==> src/rtl/fnan_pkg.sv <==
package fnan_pkg;

    localparam int N_OPS = 3;

    typedef enum logic [1:0] {
        SEL_OP_A    = 2'd0,
        SEL_OP_B    = 2'd1,
        SEL_OP_C    = 2'd2,
        SEL_DEFAULT = 2'd3
    } nan_pick_e;

    typedef struct packed {
        logic is_nan;
        logic is_quiet;
        logic is_sig;
    } nan_kind_t;

endpackage

==> src/rtl/fnan_classify.sv <==
module fnan_classify
    import fnan_pkg::*;
#(
    parameter int EXP_W  = 5,
    parameter int FRAC_W = 10,
    localparam int MAG_W = EXP_W + FRAC_W
) (
    input  logic [MAG_W-1:0] mag,
    output nan_kind_t        kind
);
    logic exp_ones;
    logic frac_nz;
    logic quiet_bit;

    always_comb begin
        exp_ones      = &mag[MAG_W-1:FRAC_W];
        frac_nz       = |mag[FRAC_W-1:0];
        quiet_bit     = mag[FRAC_W-1];
        kind.is_nan   = exp_ones & frac_nz;
        kind.is_quiet = exp_ones & quiet_bit;
        kind.is_sig   = exp_ones & frac_nz & ~quiet_bit;
    end
endmodule

==> src/rtl/fnan_quieten.sv <==
module fnan_quieten #(
    parameter int EXP_W  = 5,
    parameter int FRAC_W = 10,
    localparam int WORD_W = 1 + EXP_W + FRAC_W
) (
    input  logic [WORD_W-1:0] raw,
    output logic [WORD_W-1:0] quiet
);
    localparam logic [WORD_W-1:0] QMASK = WORD_W'(1) << (FRAC_W - 1);

    always_comb quiet = raw | QMASK;
endmodule

==> src/rtl/fnan_arbiter.sv <==
module fnan_arbiter
    import fnan_pkg::*;
#(
    parameter int EXP_W  = 5,
    parameter int FRAC_W = 10,
    localparam int WORD_W = 1 + EXP_W + FRAC_W
) (
    input  logic [N_OPS-1:0][WORD_W-1:0] quiet_ops,
    input  nan_kind_t [N_OPS-1:0]        kinds,
    input  logic [1:0]                   pick_code,
    input  logic                         dflt_mode,
    output logic [WORD_W-1:0]            chosen,
    output logic                         use_default
);
    nan_pick_e pick;

    always_comb begin
        pick        = nan_pick_e'(pick_code);
        chosen      = '0;
        use_default = 1'b1;
        unique case (pick)
            SEL_OP_A: begin
                chosen      = quiet_ops[0];
                use_default = ~kinds[0].is_nan;
            end
            SEL_OP_B: begin
                chosen      = quiet_ops[1];
                use_default = ~kinds[1].is_nan;
            end
            SEL_OP_C: begin
                chosen      = quiet_ops[2];
                use_default = ~kinds[2].is_nan;
            end
            SEL_DEFAULT: begin
                chosen      = '0;
                use_default = 1'b1;
            end
        endcase
        if (dflt_mode) use_default = 1'b1;
    end
endmodule

==> src/rtl/fma_nan_select.sv <==
module fma_nan_select
    import fnan_pkg::*;
#(
    parameter int EXP_W          = 5,
    parameter int FRAC_W         = 10,
    parameter bit INFZERO_RAISES = 1'b1,
    localparam int WORD_W        = 1 + EXP_W + FRAC_W
) (
    input  logic              case_valid,
    input  logic [WORD_W-1:0] op_a,
    input  logic [WORD_W-1:0] op_b,
    input  logic [WORD_W-1:0] op_c,
    input  logic              inf_times_zero,
    input  logic              dflt_mode,
    input  logic [1:0]        pick_code,
    output logic [WORD_W-1:0] nan_result,
    output logic              invalid_flag
);
    localparam int MAG_W = EXP_W + FRAC_W;
    localparam logic [WORD_W-1:0] DEFAULT_NAN =
        {1'b0, {EXP_W{1'b1}}, 1'b1, {(FRAC_W-1){1'b0}}};

    logic [N_OPS-1:0][WORD_W-1:0] raw_ops;
    logic [N_OPS-1:0][WORD_W-1:0] quiet_ops;
    nan_kind_t [N_OPS-1:0]        kinds;
    logic [N_OPS-1:0]             sig_vec;
    logic [WORD_W-1:0]            chosen;
    logic                         use_default;
    logic                         iz_raise;

    assign raw_ops[0] = op_a;
    assign raw_ops[1] = op_b;
    assign raw_ops[2] = op_c;

    for (genvar g = 0; g < N_OPS; g++) begin : g_op
        fnan_classify #(.EXP_W(EXP_W), .FRAC_W(FRAC_W)) u_cls (
            .mag  (raw_ops[g][MAG_W-1:0]),
            .kind (kinds[g])
        );
        fnan_quieten #(.EXP_W(EXP_W), .FRAC_W(FRAC_W)) u_qt (
            .raw   (raw_ops[g]),
            .quiet (quiet_ops[g])
        );
        assign sig_vec[g] = kinds[g].is_sig;
    end

    if (INFZERO_RAISES) begin : g_iz_on
        assign iz_raise = inf_times_zero;
    end else begin : g_iz_off
        logic iz_unused;
        assign iz_unused = inf_times_zero;
        assign iz_raise  = 1'b0 & iz_unused;
    end

    fnan_arbiter #(.EXP_W(EXP_W), .FRAC_W(FRAC_W)) u_arb (
        .quiet_ops   (quiet_ops),
        .kinds       (kinds),
        .pick_code   (pick_code),
        .dflt_mode   (dflt_mode),
        .chosen      (chosen),
        .use_default (use_default)
    );

    always_comb begin
        if (!case_valid) begin
            nan_result   = '0;
            invalid_flag = 1'b0;
        end else begin
            nan_result   = use_default ? DEFAULT_NAN : chosen;
            invalid_flag = (|sig_vec) | iz_raise;
        end
    end
endmodule

==> config.mk <==
export PLATFORM = sky130hd
export DESIGN_NAME = fma_nan_select
export DESIGN_NICKNAME = d
export VERILOG_FILES = /design/src/rtl/fnan_pkg.sv /design/src/rtl/fnan_classify.sv /design/src/rtl/fnan_quieten.sv /design/src/rtl/fnan_arbiter.sv /design/src/rtl/fma_nan_select.sv
export SDC_FILE = /design/constraint.sdc
export NUM_CORES = 1
export LEC_CHECK = 0
export BUFFER_PORTS_ARGS = -buffer_cell sky130_fd_sc_hd__buf_2
export CORE_AREA = 2 2 41 43
export DETAILED_ROUTE_END_ITERATION = 8
export DIE_AREA = 0 0 43 45
export PLACE_DENSITY = 0.86
export RECOVER_POWER = 50
export SYNTH_ARGS = -nofsm -noshare
export SYNTH_HDL_FRONTEND = slang
export SYNTH_SLANG_ARGS = --single-unit
==> constraint.sdc <==
create_clock -name vclk -period 2.7
set_input_delay 0.27 -clock vclk [all_inputs]
set_output_delay 0.27 -clock vclk [all_outputs]
set_load 0.01 [all_outputs]
==> metrics.csv <==
metric,value,unit
status,"finished, final reports clean",
Leakage,0.4140,nW
Peak supply drop,0.05041,mV
design area,787.0,sq um
hold_ws,0.8873,ns
Slowest cell on crit path,nor4_1,
Max-Cap Viols,0,
crit start category,input port,
FF+latch area,0,sq um
"Cell Area, Synth",471.7,sq um
routed vias/inst,5.400,
PD cells,130.2,nW/um^2
class of the most critical setup path,in -> out,
die area,1935,sq um
commonest cells in the netlist,"nor2_1, a21oi_1, mux2i_1, nor3_1, clkbuf_1",
f_max,0.5145,GHz
Fin Setup TNS,0,ns
Setup Viol. Count Final,0,
Final min period,1.944,ns
"count leader, synth",nor2_1,
crit end category,output port,
Post-CTS Resized,0,
Mapped Cells,79,
Slew Limit Fails,0,
HP Class,in -> out,
Final Core Density,53.49,%
postcts setup bufs,0,
cell depth of the worst hold path,2,
crit share post-route,71.99,%
Ports,70,
worst slack at placement,0.7974,ns
Post-DP HPWL,1.592,mm
sequential share of the synthesized area,0,%
DR vias,837,
DRT Pass-1 Iters,4,
fin cells,155,
DR DRC count,0,
dominant cell type by area after synthesis,mux2i_1,
layout cell share with drive strength beyond 1,46.04,%
placed cell areas,797.0,sq um
Inst Count DP,155,
n_diodes,0,
max incr delay on CP,0.35,ns
hold wc startpoint,case_valid,
GR Overflow Total,0,
syn nets,132,
Filler Cells Inserted,152,
final hold vios,0,
number of distinct library cells after synthesis,19,
First DRT Iteration DRCs,22,
hold endpoint,nan_result[12],
initial antenna violation count,0,
Antenna Nets Post-Route,0,
Post-CTS Hold Fix Bufs,0,
row count,14,
vias in the first global route,711,
first-pass GRT wire length,2.780,mm
Area growth syn-to-layout,66.84,%
worst-margin pin slew,0.6434,ns
initial core utilization,32.06,%
Comb pwr share,100.0,%
WL final,1.824,mm
RSZ-0062 raised after global routing,no,
top-area cell type share of the netlist area,21.22,%
# port buffers,70,
Die Ht,45,um
internal power,0.05060,mW
largest net degree at the start of global routing,15,
switching fraction of total power,50.63,%
Seq cells,0,
data required time of the worst path,2.43,ns
Seq pwr share,0,%
core area,1471,sq um
synth top area cells,"mux2i_1, nor2_1, a21oi_1, nor3_1, nor4_1",
clk_buf instances,0,
critical path's most frequent cell,buf_2,
crit-path cells,buf_2 -> nor4_1 -> nand3_1 -> a21boi_0 -> o22a_1 -> nor3_1 -> buf_2,
synth warn,0,
Die W,43,um
"Avg Cell Area, Syn",5.971,sq um
Clock power frac,0,%
GPL Wtd Cong,0.8549,
Critical Path AT,1.67,ns
Sw Pwr,0.05189,mW
CP Max Fanout,10,
Final nets,194,
DR WL/cell,11.77,um
total power,0.1025,mW
Tot GR Track Use,17.66,%
Slew HR,57.02,%
Setup WS post-layout,0.7563,ns
[power groups by stage]
stage               Sequential [mW]  Combinational [mW]  Clock [mW]
detailed placement                0               0.104           0
global route                      0               0.113           0
global placement                  0               0.101           0
floorplan                         0              0.0501           0
CTS                               0               0.104           0
finish                            0               0.102           0
[logic make-up after synthesis]
kind of cell | Yosys count | share of synthesized area [%]
and+or+nand+nor | 43 | 45.09
muxes | 10 | 21.22
buffers and inverters | 11 | 10.34
AOI/OAI and AO/OA | 15 | 23.35
[cells in the final DEF, fill, tap and decap left out, drive strengths merged, types with 2 or more instances in the layout]
| master | netlist | routed |
|---|---|---|
| nand3 | 4 | 4 |
| clkbuf | 8 | 8 |
| nor4 | 6 | 6 |
| a21oi | 10 | 10 |
| and3 | 2 | 2 |
| nand2 | 2 | 2 |
| mux2i | 10 | 10 |
| nor2 | 16 | 16 |
| buf | 2 | 62 |
| nor3 | 10 | 10 |
| nor2b | 2 | 2 |
[worst max-delay path: cells and delay by family]
family / cells / cell delay (ns)
and+or+nand+nor: 3 / 0.60
AOI/OAI and AO/OA: 2 / 0.53
buffers and inverters: 2 / 0.27
[worst max-delay path by stage]
| stage | depth (start not counted) | slack [ns] | start | to |
|---|---|---|---|---|
| final | 7 | 0.76 | op_c[0] | nan_result[2] |
| after global routing | 7 | 0.63 | op_c[0] | nan_result[0] |
| after CTS | 7 | 0.79 | op_c[0] | nan_result[2] |
| after detailed placement | 7 | 0.80 | op_c[0] | nan_result[2] |
| after global placement | 7 | 0.85 | op_b[0] | nan_result[15] |
| after floorplan | 5 | 1.21 | op_a[11] | nan_result[0] |
[cell type report]
type | count | area (sq um) | area share, %
timing repair buffer | 70 | 340.3 | 43.24
multi-input combinational | 68 | 422.9 | 53.74
inverter | 1 | 3.754 | 0.4769
tap | 16 | 20.02 | 2.544
[routing by layer]
metal  global-route usage [%]  routed length (um)  vias up
met3                    1.600                 273        2
met5                        0                   0        -
li1                         -                   -      410
met2                    34.24                 869       68
met4                    3.636                  14        0
met1                    21.20                 666      357
(Power assumes the default switching activity.)
